### config.mk
export PLATFORM = sky130hd
export DESIGN_NAME = cec_tx_seq
export DESIGN_NICKNAME = d
export VERILOG_FILES = /design/src/rtl/cec_tx_pkg.sv /design/src/rtl/cec_tx_databuf.sv /design/src/rtl/cec_tx_fsm.sv /design/src/rtl/cec_tx_flags.sv /design/src/rtl/cec_tx_seq.sv
export SDC_FILE = /design/constraint.sdc
export NUM_CORES = 1
export LEC_CHECK = 0
export ABC_AREA = 1
export BUFFER_PORTS_ARGS = -buffer_cell sky130_fd_sc_hd__buf_2
export CORE_ASPECT_RATIO = 0.6
export CORE_MARGIN = 1
export CORE_UTILIZATION = 50
export CTS_CLUSTER_SIZE = 12
export DETAILED_ROUTE_END_ITERATION = 10
export GPL_ROUTABILITY_DRIVEN = 1
export PLACE_DENSITY_LB_ADDON = 0.25
export SYNTH_ARGS = -nofsm -noshare
export SYNTH_HDL_FRONTEND = slang
export SYNTH_SLANG_ARGS = --single-unit
export TNS_END_PERCENT = 20
### constraint.sdc
create_clock -name clk -period 2.1 [get_ports clk]
set_input_delay 0.63 -clock clk [delete_from_list [all_inputs] [get_ports clk]]
set_output_delay 0.63 -clock clk [all_outputs]
set_load 0.02 [all_outputs]
### src/rtl/cec_tx_pkg.sv
package cec_tx_pkg;
    localparam int BYTE_W = 8;
    localparam int NFLAG  = 6;
    localparam int RES_W  = 2;

    localparam int F_BREQ = 0;
    localparam int F_END  = 1;
    localparam int F_UDR  = 2;
    localparam int F_NACK = 3;
    localparam int F_LINE = 4;
    localparam int F_ARB  = 5;

    localparam logic [NFLAG-1:0] ERR_MASK =
        NFLAG'((1 << F_UDR) | (1 << F_NACK) | (1 << F_LINE) | (1 << F_ARB));

    typedef enum logic [1:0] {
        ST_IDLE = 2'd0,
        ST_SEND = 2'd1,
        ST_WAIT = 2'd2
    } seq_state_t;

    typedef enum logic [RES_W-1:0] {
        RES_OK   = 2'd0,
        RES_NACK = 2'd1,
        RES_LINE = 2'd2,
        RES_ARB  = 2'd3
    } eng_res_t;

    typedef struct packed {
        logic [BYTE_W-1:0] data;
        logic              last;
    } tx_slot_t;

    function automatic logic [NFLAG-1:0] res_flag(eng_res_t r);
        logic [NFLAG-1:0] f;
        f = '0;
        case (r)
            RES_NACK: f[F_NACK] = 1'b1;
            RES_LINE: f[F_LINE] = 1'b1;
            RES_ARB:  f[F_ARB]  = 1'b1;
            default:  f = '0;
        endcase
        return f;
    endfunction
endpackage

### src/rtl/cec_tx_databuf.sv
module cec_tx_databuf
    import cec_tx_pkg::*;
(
    input  logic              clk,
    input  logic              rst,
    input  logic              wr_en,
    input  logic [BYTE_W-1:0] wr_byte,
    input  logic              take,
    output logic [BYTE_W-1:0] held_byte,
    output logic              held_full
);
    always_ff @(posedge clk) begin
        if (rst) begin
            held_byte <= '0;
            held_full <= 1'b0;
        end else if (wr_en) begin
            held_byte <= wr_byte;
            held_full <= 1'b1;
        end else if (take) begin
            held_full <= 1'b0;
        end
    end

    // the sequencer only consumes a byte that is present
    assert_take_full_R4: assert property (@(posedge clk) disable iff (rst)
        take |-> held_full);
endmodule

### src/rtl/cec_tx_fsm.sv
module cec_tx_fsm
    import cec_tx_pkg::*;
(
    input  logic              clk,
    input  logic              rst,
    input  logic              enable,
    input  logic              ctrl_we,
    input  logic              ctrl_som,
    input  logic              ctrl_eom,
    input  logic              buf_full,
    input  logic [BYTE_W-1:0] buf_byte,
    output logic              take,
    output logic              eng_valid,
    output logic [BYTE_W-1:0] eng_byte,
    output logic              eng_last,
    input  logic              eng_ready,
    input  logic              eng_done,
    input  logic [RES_W-1:0]  eng_res,
    output logic [NFLAG-1:0]  flag_set
);
    seq_state_t state_q, state_n;
    tx_slot_t   slot_q;
    logic       som_q, eom_q;
    logic       load_c, drop_c;
    eng_res_t   res_c;

    assign res_c = eng_res_t'(eng_res);

    always_comb begin
        state_n  = state_q;
        take     = 1'b0;
        load_c   = 1'b0;
        drop_c   = 1'b0;
        flag_set = '0;
        if (!enable) begin
            state_n = ST_IDLE;
            drop_c  = 1'b1;
        end else begin
            case (state_q)
                ST_IDLE: if (som_q) begin
                    if (buf_full) begin
                        take    = 1'b1;
                        load_c  = 1'b1;
                        state_n = ST_SEND;
                        flag_set[F_BREQ] = !eom_q;
                    end else begin
                        flag_set[F_UDR] = 1'b1;
                        drop_c = 1'b1;
                    end
                end
                ST_SEND: if (eng_ready) begin
                    state_n = ST_WAIT;
                    drop_c  = slot_q.last;
                end
                ST_WAIT: if (eng_done) begin
                    state_n = ST_IDLE;
                    if (res_c != RES_OK) begin
                        flag_set = res_flag(res_c);
                        drop_c   = 1'b1;
                    end else if (slot_q.last) begin
                        flag_set[F_END] = 1'b1;
                    end else if (buf_full) begin
                        take    = 1'b1;
                        load_c  = 1'b1;
                        state_n = ST_SEND;
                        flag_set[F_BREQ] = !eom_q;
                    end else begin
                        flag_set[F_UDR] = 1'b1;
                        drop_c = 1'b1;
                    end
                end
                default: state_n = ST_IDLE;
            endcase
        end
    end

    always_ff @(posedge clk) begin
        if (rst) begin
            state_q <= ST_IDLE;
            slot_q  <= '0;
            som_q   <= 1'b0;
            eom_q   <= 1'b0;
        end else begin
            state_q <= state_n;
            if (load_c) slot_q <= '{data: buf_byte, last: eom_q};
            som_q <= enable && ((som_q && !drop_c) || (ctrl_we && ctrl_som));
            eom_q <= enable && ((eom_q && !drop_c) || (ctrl_we && ctrl_eom));
        end
    end

    assign eng_valid = (state_q == ST_SEND);
    assign eng_byte  = slot_q.data;
    assign eng_last  = slot_q.last;

    // an offer is held until it is accepted
    assert_hold_offer_R10: assert property (@(posedge clk) disable iff (rst)
        (eng_valid && !eng_ready && enable) |=>
        (!enable || (eng_valid && $stable(eng_byte) && $stable(eng_last))));
    // disabling forces idle
    assert_idle_off_R9: assert property (@(posedge clk) disable iff (rst)
        !enable |=> !eng_valid);
    // a consumed byte is offered next cycle
    assert_offer_after_take_R1: assert property (@(posedge clk) disable iff (rst)
        (take && enable) |=> (!enable || eng_valid));
    // completion never coincides with an error
    assert_end_clean_R5: assert property (@(posedge clk) disable iff (rst)
        flag_set[F_END] |-> ((flag_set & ERR_MASK) == '0));
endmodule

### src/rtl/cec_tx_flags.sv
module cec_tx_flags
    import cec_tx_pkg::*;
(
    input  logic             clk,
    input  logic             rst,
    input  logic [NFLAG-1:0] set,
    input  logic [NFLAG-1:0] clr,
    input  logic [NFLAG-1:0] irq_en,
    output logic [NFLAG-1:0] flags,
    output logic             irq
);
    logic [NFLAG-1:0] flags_q;

    always_ff @(posedge clk) begin
        if (rst) flags_q <= '0;
        else     flags_q <= (flags_q & ~clr) | set;
    end

    assign flags = flags_q;
    assign irq   = |(flags_q & irq_en);

    // a cleared bit with no new event is low afterwards
    assert_w1c_R7: assert property (@(posedge clk) disable iff (rst)
        ((clr & ~set) != '0) |=> ((flags & $past(clr & ~set)) == '0));
    // no clear and no event leaves the flags unchanged
    assert_hold_R7: assert property (@(posedge clk) disable iff (rst)
        ((set == '0) && (clr == '0)) |=> $stable(flags));
    // nothing pending means no interrupt
    assert_irq_quiet_R8: assert property (@(posedge clk) disable iff (rst)
        (flags == '0) |-> !irq);
endmodule

### src/rtl/cec_tx_seq.sv
module cec_tx_seq
    import cec_tx_pkg::*;
(
    input  logic              clk,
    input  logic              rst,
    input  logic              enable,
    input  logic              data_we,
    input  logic [BYTE_W-1:0] data_in,
    input  logic              ctrl_we,
    input  logic              ctrl_som,
    input  logic              ctrl_eom,
    input  logic [NFLAG-1:0]  flag_clr,
    input  logic [NFLAG-1:0]  irq_en,
    output logic              eng_valid,
    output logic [BYTE_W-1:0] eng_byte,
    output logic              eng_last,
    input  logic              eng_ready,
    input  logic              eng_done,
    input  logic [RES_W-1:0]  eng_res,
    output logic [NFLAG-1:0]  flags,
    output logic              irq
);
    logic              take;
    logic              buf_full;
    logic [BYTE_W-1:0] buf_byte;
    logic [NFLAG-1:0]  flag_set;

    cec_tx_databuf u_buf (
        .clk(clk), .rst(rst),
        .wr_en(enable && data_we), .wr_byte(data_in),
        .take(take), .held_byte(buf_byte), .held_full(buf_full)
    );

    cec_tx_fsm u_fsm (
        .clk(clk), .rst(rst), .enable(enable),
        .ctrl_we(ctrl_we), .ctrl_som(ctrl_som), .ctrl_eom(ctrl_eom),
        .buf_full(buf_full), .buf_byte(buf_byte), .take(take),
        .eng_valid(eng_valid), .eng_byte(eng_byte), .eng_last(eng_last),
        .eng_ready(eng_ready), .eng_done(eng_done), .eng_res(eng_res),
        .flag_set(flag_set)
    );

    cec_tx_flags u_flags (
        .clk(clk), .rst(rst), .set(flag_set), .clr(flag_clr),
        .irq_en(irq_en), .flags(flags), .irq(irq)
    );
endmodule

==> results of run 1 <==
[synth_stat cells]
master    number
nor2_1        30
nor2_2         2
clkbuf_1       1
nand3_1       11
nor3_1         1
a221oi_1       1
o21ai_4        1
dfxtp_1       28
inv_1         28
nand3_2        1
nand2_1       33
o21ai_0       11
nor2_4         1
nand2_2        1
nand3_4        1
a31oi_1        2
inv_2          1
nand4_1        3
buf_2          3
nand3b_1       2
a21oi_1       16
clkinv_4       1
[worst paths after layout]
check,from,end,depth (start not counted)
setup / recovery,irq_en[0],irq,6
hold / removal,u_buf.held_byte[7],u_buf.held_byte[7],2
setup reg to reg,u_buf.held_full,u_fsm.eng_byte[1],7
hold reg to reg,u_buf.held_byte[7],u_buf.held_byte[7],2
[area by class of cell]
class,instances,area (µm²),share of cell area (%)
clock buffers,3,41.3,2.61
clock inverters,1,30.0,1.90
inverters,30,118,7.43
multi-input cells,117,561,35.4
flip-flops and latches,28,561,35.4
well taps,30,37.5,2.37
repair buffers,47,235,14.9
[placed cells by master, fill, tap and decap left out, drive strengths merged, types with 3 or more instances in the layout]
cell	Yosys	final
nand2	34	34
inv	29	29
nor2	33	33
dfxtp	28	28
a21oi	16	16
nand3	13	13
nand4	3	3
buf	3	47
clkbuf	1	3
o21ai	12	12
[cell families (layout without fill, tap and decap cells)]
| logic type | after synthesis | after routing |
|---|---|---|
| flip-flops | 28 | 28 |
| AO/OA/AOI/OAI | 31 | 31 |
| buffers and inverters | 34 | 81 |
| AND/OR/NAND/NOR | 86 | 86 |
[power by group through the flow]
| stage | combinational (mW) | clock (mW) | sequential, mW |
|---|---|---|---|
| 2_1_floorplan | 0.0501 | 0 | 0.566 |
| 3_3_place_gp | 0.0916 | 0 | 0.564 |
| 3_5_place_dp | 0.0951 | 0 | 0.565 |
| 4_1_cts | 0.0956 | 0.428 | 0.553 |
| 5_1_grt | 0.108 | 0.451 | 0.555 |
| 6_report | 0.0963 | 0.424 | 0.553 |
[routing by layer]
metal | global-route usage (%) | vias up | part of all wire [%]
met4 | 9.04 | 0 | 1.3
met3 | 7.22 | 7 | 8.0
met1 | 31.7 | 548 | 49
met2 | 36.9 | 55 | 41
li1 | - | 656 | -
met5 | 0 | - | 0
[registers in the layout (all words and copies together) (netlist names)]
name	cells
u_buf.held_byte	8
u_fsm.eng_byte	8
u_flags.flags	6
u_fsm.state_q	2
u_buf.held_full	1
u_fsm.eng_last	1
u_fsm.eom_q	1
u_fsm.som_q	1
[tightest hold or removal path, stage by stage, from the launching register on]
cell and delay [ns]:
dfxtp_1 0.31, inv_1 0.06, a21oi_1 0.06
==> run metrics, run 1 <==
status finished clean; I/O pin count 48; # Max-Cap Violations 0; critical path launch point type primary input; Comb power frac under 10%; Max transition margin between 60% and 70%; Final setup violation count 0; Final Max Tran Viols 0; switch share 21.8%; Worst-Skew Late Latency roughly 0.28 ns; GP Congestion approximately 0.84; Final period util between 90% and 100%; Fmax around 0.51 GHz; syn avg cell area approximately 7.0 µm²; hold_buf cts 0; Fin Setup TNS 0 ns; Sink Count 28; Cell variety after synth 22; Antenna diodes 0; reg-to-reg slack, setup about 0.75 ns; DR vias roughly 1300; worst path bufs/invs 2; height of the die roughly 41 µm; grt total ovfl 0; vias in the first global route between 1000 and 1500; RSZ-0062 raised after global routing false; Initial Util between 50% and 60%; Core ar. approximately 2300 µm²; Peak VDD IR between 0.0004 and 0.0005 V; CTS tree built; Finished Cell Area roughly 1600 µm²; Sequential Power Share 51.5%; Final nets between 200 and 300; Fin Clk Skew slightly above 0.006 ns; largest net degree at the start of global routing 19; Power Density roughly 680 nW/µm²; clock share of power 39.5%; Critical Path Fanout Max 1; worst path cell trace buf_2, nand2_1, nand2_1, a221oi_1, nand3_1, buf_2; Synth area leader dfxtp_1; PortBufs 47; synthesized instance count 179; share of cells above drive strength 1 about a quarter; DR iter-0 viols 32; Post-Syn Nets 210; Clock Path Buffers 2; dpl ws around 0.15 ns; CTS root buffer clkbuf_8; critical path class primary input to primary output; total global-route track usage a little under a quarter; post-synthesis compound-gate area fraction a little over an eighth; fin crit period between 1.5 and 2 ns; Filler cells a little under 200; Synth Area in Simple Gates between 30% and 40%; die area 2730 µm²; CP delay by family, top buffers and inverters; XOR/XNOR Fraction of Synth Area 0%; CP Data Required Time between 1 and 1.5 ns; Pwr Total about 1.1 mW; Final ANT Viol Nets 0; post-synthesis sequential area ratio between 40% and 50%; yosys warns 0; first-pass GRT wire length 4.62 mm; Post-CTS Resized 0; DRC viols 0; Synth Register Bits 28; routed wire length per instance between 10 and 15 µm; Hold Vio Cnt, Final 0; final non-filler cell total between 200 and 300; adder-cell share of the synthesized area 0%; Die Wd 66.7 µm; Post-DP Area between 1500 and 2000 µm²; main combinational cell family by area after synthesis simple AND/OR/NAND/NOR gates; initial antenna violation count 0; proportion of synthesized area in mux cells 0%; worst slew pin tran between 0.4 and 0.5 ns; Critical-path top delay cell a221oi_1; Area contributors post-synth dfxtp_1 (45%), nand2_1 (9.9%), nor2_1 (9.0%); Final WS setup 0.150 ns; CTS Buf Count 3; synth-to-layout area growth 25.9%; area fraction of the dominant cell type after synthesis between 40 and 50%; placed insts 252; clock slew at reported path FFs 0.10 ns; Psw about 0.23 mW; Synth Cell Area about 1300 µm²; Vias per Instance roughly 5; TritonRoute pass-1 iters 4; Leakage around 0.76 nW; CP arrival between 1 and 1.5 ns; H-tree depth 1; # rows 13; total internal power around 0.84 mW; Post-DP HPWL 2.25 mm; Crit. End Element primary output; max incr delay on CP ~0.23 ns; postcts setup bufs 0; Hold Crit Class register to register; hold_ws between 0.4 and 0.5 ns; WL final roughly 2.9 mm; Final Util 70.0%
No activity file was read; power rests on OpenSTA's default activity.
==> run 2: changes to the inputs <==
--- a/config.mk
+++ b/config.mk
@@ -9,12 +9,14 @@
 export BUFFER_PORTS_ARGS = -buffer_cell sky130_fd_sc_hd__buf_2
 export CORE_ASPECT_RATIO = 0.6
 export CORE_MARGIN = 1
-export CORE_UTILIZATION = 50
+export CORE_UTILIZATION = 49
 export CTS_CLUSTER_SIZE = 12
 export DETAILED_ROUTE_END_ITERATION = 10
 export GPL_ROUTABILITY_DRIVEN = 1
+export HOLD_SLACK_MARGIN = 0.08
 export PLACE_DENSITY_LB_ADDON = 0.25
 export SYNTH_ARGS = -nofsm -noshare
 export SYNTH_HDL_FRONTEND = slang
+export SYNTH_HIERARCHICAL = 1
 export SYNTH_SLANG_ARGS = --single-unit
 export TNS_END_PERCENT = 20
==> constraint.sdc (replaced) <==
create_clock -name clk -period 2 [get_ports clk]
set_input_delay 0.6 -clock clk [delete_from_list [all_inputs] [get_ports clk]]
set_output_delay 0.6 -clock clk [all_outputs]
set_load 0.02 [all_outputs]
==> run 2 against run 1 <==
- count of clock-buffer cells in the layout grew 1
- largest cell class is now multi-input combinational cells
- synthesized area grew 7.8%
- clock skew shrank 0.0025 ns
- sequential power grew 5.2%
- total power shrank 4.1%
- worst hold slack gained 0.017 ns
- cell area grew 5.0%
- utilization shrank 5.0 points
- synthesized cell count grew 12%
- highest routed layer unchanged
- setup slack gained 0.16 ns
==> run metrics, run 2 <==
Power Density 619 nW/µm² (-8.7%); post-synthesis sequential area ratio 41.4% (-3.2 points); Critical Path Fanout Max 1 (unchanged); Final period util approximately 85%; Main synth FF type dfxtp_1; Crit. End Element primary output; Post-CTS Resized 0 (unchanged); hold path depth 2 (unchanged); Final Max Tran Viols 0 (unchanged); WL final 2.74 mm (-5.5%); Worst Setup SP irq_en[1]; # rows 14 (+1); FF-to-FF End u_buf/held_full; initial antenna violation count 0 (unchanged); worst slew pin tran 0.302 ns (-0.161 ns); Synth Cell Area 1360 µm² (+7.8%); Fmax between 0.5 and 0.6 GHz; Peak VDD IR 0.000440 V (+9.8%); total global-route track usage 19.8% (-4.0 points); dpl ws 0.306 ns (+0.154 ns); Post-DP HPWL 2.09 mm (-7.4%); RSZ-0062 raised after global routing false; synthesized instance count 200 (+12%); hold_buf cts 0 (unchanged); most frequent cells in the layout buf_2 (47), nor2_1 (45), nand2_1 (36); syn avg cell area 6.78 µm² (-3.6%); Max transition margin 79.7% (+11 points); routed wire length per instance 9.77 µm (-14%); CP Data Required Time 1.40 ns (-0.07 ns); Synth area leader dfxtp_1; GP Congestion 0.794 (-5.2%); Fin Clk Skew 0.00355 ns (-0.00253 ns); top cells by count, synth nor2_1 (45), nand2_1 (36), inv_1 (35); vias in the first global route 1004 (-3.3%); Final ANT Viol Nets 0 (unchanged); Synth Register Bits 28 (unchanged); DR iter-0 viols 67 (+110%); Leakage 0.868 nW (+14%); Final nets 281 (+8.9%); Antenna diodes 0 (unchanged); I/O pin count 48 (unchanged); grt total ovfl 0 (unchanged); critical path class primary input to primary output; cell mode on critical path nand2_1; Hold Crit Class register to register; status finished clean; Hold Vio Cnt, Final 0 (unchanged); most common cell in the netlist nor2_1; share of cells above drive strength 1 27.3% (+0.76 points); H-tree depth 1 (unchanged); Worst-Skew Late Latency 0.27 ns (about the same); R2R cell count 9 (+2); HP Start u_fsm/eng_byte[6]; worst path bufs/invs 2 (unchanged); clock slew at reported path FFs 0.09 ns (about the same); area fraction of the dominant cell type after synthesis 41.4% (-3.2 points); postcts setup bufs 0 (unchanged); Async S/R FF share, synth 0% (unchanged); Post-Syn Nets 231 (+10%); # Max-Cap Violations 0 (unchanged); CTS root buffer clkbuf_8; Clock Path Buffers 2 (unchanged); DRC viols 0 (unchanged); CP arrival 1.09 ns (-0.23 ns); commonest non-fill, non-tap cell in the layout buf_2; Core ar. 2560 µm² (+13%); CTS Buf Count 3 (unchanged); reg-to-reg slack, setup 0.66 ns (-0.09 ns); CTS tree built; Final Util 65.0% (-5.0 points); fin crit period around 1.7 ns; DR vias 1273 (+0.55%); Critical-path top delay cell buf_2; Die Wd 69.9 µm (+4.7%); synth-to-layout area growth 22.6%; TritonRoute pass-1 iters 4 (unchanged); hold worst-path end u_fsm/eng_byte[6]; Initial Util 53.0% (-2.6 points); height of the die 42.7 µm (+4.6%); max incr delay on CP 0.15 ns (-0.08 ns); worst path cell trace buf_2, nand2_1, nand2_1, nor2_1, nand2_1, buf_2; largest net degree at the start of global routing 20 (+1); Sink Count 28 (unchanged); Fin Setup TNS 0 ns (unchanged); RR Startpoint u_fsm/state_q[1]; first-pass GRT wire length 4.51 mm (-2.3%); yosys warns 6 (+6); Vias per Instance 4.53 (-8.4%); Cell variety after synth 20 (-9.1%); CP delay by family, top buffers and inverters; Area contributors post-synth dfxtp_1 (41%), nor2_1 (12%), nand2_1 (10%); Final WS setup 0.308 ns (+0.158 ns); Post-synth EDFFs 0 (unchanged); die area 2990 µm² (+9.6%); Final setup violation count 0 (unchanged); critical path launch point type primary input; PortBufs 47 (unchanged)
-- run 2: changes by cell type after synthesis, moves of 3 or more --
cell     previous run  this run
nand3_1            11         8
a21oi_1            16        11
a21oi_2             0         9
nand2_1            33        36
nor2_1             30        45
inv_1              28        35
nor4_1              0         3
buf_2               3         0
-- run 2: cells by family (layout without fill, tap and decap cells) --
logic type	Yosys count	in the layout	share of synthesized area [%]
AND/OR/NAND/NOR	102	102	32.6
flip-flops	28	28	41.4
buffers and inverters	41	90	12.8
AO/OA/AOI/OAI	29	29	13.2
-- run 2: how the worst max path moves through the flow --
stage	endpoint	slack, ns	cells past startpoint
3_5_place_dp	irq	0.31	6
6_report	irq	0.31	6
2_1_floorplan	irq	0.49	4
3_3_place_gp	irq	0.31	6
5_1_grt	irq	0.24	6
4_1_cts	irq	0.30	6
-- run 2: where the power goes --
group | internal [mW] | switching (mW)
logic | 0.0425 | 0.0640
registers | 0.572 | 0.00987
clock network | 0.176 | 0.164
-- run 2: area by class of cell --
class,instances,area [µm²]
multi-input cells,131,621
fillers,237,896
repair buffers,48,243
clock buffers,4,55.1
flip-flops and latches,28,561
inverters,38,143
well taps,32,40.0
-- run 2: worst reg2reg max path: cells and delay by family, from the launching register on --
| family | cells | cell delay (ns) |
|---|---|---|
| AO/OA/AOI/OAI | 1 | 0.05 |
| flip-flops | 1 | 0.38 |
| buffers and inverters | 2 | 0.08 |
| AND/OR/NAND/NOR | 6 | 0.71 |
-- run 2: routing by layer --
metal | GRT usage (%) | share of wire (%)
met1 | 31.6 | 57
met2 | 25.0 | 36
met3 | 5.94 | 6.3
met4 | 4.80 | 0.91
met5 | 0 | 0
-- run 2: stage by stage --
stage	instances	cell area, µm²	hold slack (ns)	total power [mW]
after floorplan	200	1360	0.463	0.652
after global placement	277	1610	0.462	0.701
after detailed placement	277	1610	0.468	0.701
after CTS	281	1660	0.491	1.04
after global routing	281	1660	0.526	1.08
final	281	1660	0.486	1.03
==> run 3: changes to the inputs <==
--- a/config.mk
+++ b/config.mk
@@ -9,7 +9,7 @@
 export BUFFER_PORTS_ARGS = -buffer_cell sky130_fd_sc_hd__buf_2
 export CORE_ASPECT_RATIO = 0.6
 export CORE_MARGIN = 1
-export CORE_UTILIZATION = 49
+export CORE_UTILIZATION = 44
 export CTS_CLUSTER_SIZE = 12
 export DETAILED_ROUTE_END_ITERATION = 10
 export GPL_ROUTABILITY_DRIVEN = 1
==> constraint.sdc (replaced) <==
create_clock -name clk -period 1.4 [get_ports clk]
set_input_delay 0.42 -clock clk [delete_from_list [all_inputs] [get_ports clk]]
set_output_delay 0.42 -clock clk [all_outputs]
set_load 0.02 [all_outputs]
==> run 3 against run 2 <==
- the flow now finishes with violations (negative setup slack)
- utilization is 3.8 points lower
- clock power is 43% higher
- cell count is 6.4% higher
- via count is 5.7% higher
- combinational power is 51% higher
==> run metrics, run 3 (synthesis results as in run 2) <==
status finished with violations; failing checks negative setup slack; Clock Path Buffers 2 (unchanged); Final setup violation count 1 (+1); PortBufs 47 (unchanged); Hold Vio Cnt, Final 0 (unchanged); Finished Cell Area 1770 µm² (+6.4%); critical path class register to primary output; Post-DP HPWL 2.32 mm (+11%); Comb power frac 11.0% (+0.6 points); Fin Setup TNS -0.0304 ns (-0.0304 ns); Hold Crit Class primary input to register; initial antenna violation count 0 (unchanged); clock slew at reported path FFs 0.09 ns (about the same); Leakage 0.914 nW (+5.3%); Crit. End Element primary output; Core ar. 2890 µm² (+13%); Critical Path Fanout Max 2 (+1); critical path launch point type register; Die Wd 73.6 µm (+5.4%); first-pass GRT wire length 4.58 mm (+1.5%); DR vias 1346 (+5.7%); WL final 2.95 mm (+7.7%); # rows 15 (+1); Antenna diodes 0 (unchanged); I/O pin count 48 (unchanged); Final nets 289 (+2.8%); Final Max Tran Viols 0 (unchanged); Fin Clk Skew 0.00321 ns (-0.000345 ns); hold_buf cts 0 (unchanged); Post-DP Area 1660 µm² (+3.1%); CTS root buffer clkbuf_8; R2R cell count 7 (-2); clock share of power 32.9% (-0.2 points); Peak VDD IR 0.000557 V (+27%); dpl ws -0.00723 ns (-0.314 ns); TritonRoute pass-1 iters 4 (unchanged); share of cells above drive strength 1 35.0% (+7.7 points); Sink Count 28 (unchanged); Pwr Total 1.48 mW (+44%); most frequent cells in the layout buf_2 (45), nor2_1 (44), inv_1 (33); grt total ovfl 0 (unchanged); commonest non-fill, non-tap cell in the layout buf_2; Worst-Skew Late Latency 0.27 ns (about the same); fin crit period approximately 1.4 ns; GP Congestion 0.784 (-1.3%); Initial Util 46.9% (-6.1 points); hold path depth 3 (+1); Final Util 61.2% (-3.8 points); switch share 23.3% (+0.11 points); total global-route track usage 18.3% (-1.4 points); CTS Buf Count 3 (unchanged); Final ANT Viol Nets 0 (unchanged); placed insts 292 (+5.4%); CP arrival 1.01 ns (-0.08 ns); # Max-Cap Violations 0 (unchanged); DR iter-0 viols 40 (-40%); hold_ws 0.370 ns (-0.117 ns); RSZ-0062 raised after global routing true; vias in the first global route 1040 (+3.6%); total internal power 1.13 mW (+43%); largest net degree at the start of global routing 16 (-20%); Sequential Power Share 56.2% (-0.4 points); Psw 0.344 mW (+44%); final non-filler cell total 299 (+6.4%); routed wire length per instance 9.88 µm (+1.2%); DRC viols 0 (unchanged); Power Density 836 nW/µm² (+35%); Fmax 0.699 GHz; CP Data Required Time 0.98 ns (-0.42 ns); H-tree depth 1 (unchanged); Final period util 102%; synth-to-layout area growth 30.5%; die area 3310 µm² (+11%); Vias per Instance 4.50 (-0.63%); Final WS setup -0.0304 ns (-0.339 ns); Max transition margin 79.7% (about the same); worst slew pin tran 0.302 ns (-0.000619 ns); height of the die 45.0 µm (+5.3%); CTS tree built
-- run 3: area by class of cell --
cell class | instances | area (µm²)
Fill cell | 284 | 1120
Multi-Input combinational cell | 131 | 633
Sequential cell | 28 | 569
Timing Repair Buffer | 56 | 315
Inverter | 38 | 143
Clock buffer | 4 | 55.1
Tap cell | 42 | 52.6
-- run 3: path summary, 6_finish.rpt --
| check | start | endpoint | slack [ns] |
|---|---|---|---|
| setup / recovery | u_flags/flags[5] | irq | -0.03 |
| hold / removal | data_in[0] | u_buf/held_byte[0] | 0.37 |
| setup reg to reg | u_buf/held_full | u_fsm/eng_byte[1] | 0.13 |
| hold reg to reg | u_fsm/eng_byte[5] | u_fsm/eng_byte[5] | 0.50 |
-- run 3: worst max-delay path, cell delays in order, from the launching register on --
cell     delay, ns
dfxtp_2       0.33
nand2_2       0.05
nand2_2       0.05
nor2_2        0.11
nand2_1       0.07
buf_6         0.13
-- run 3: repair_timing --
action,4_1_cts,5_1_grt
resized for setup,8,11
endpoints found under the setup margin,2,4
setup buffers,2,1
pin swaps,1,3
-- run 3: power by group through the flow --
stage	Combinational [mW]	Clock, mW	Sequential, mW
finish	0.162	0.486	0.831
global route	0.183	0.547	0.834
CTS	0.160	0.504	0.831
detailed placement	0.159	0	0.850
global placement	0.159	0	0.848
floorplan	0.0821	0	0.849
-- run 3: per-layer routing --
layer  up-vias  routed length [µm]  GRT usage (%)  share of wire, %
li1        734                   -              -                 -
met2        40                1100           23.9                37
met1       570                1670           30.4                56
met3         2                 170           4.02               5.8
met5         -                   0              0                 0
met4         0                  18           2.31              0.61
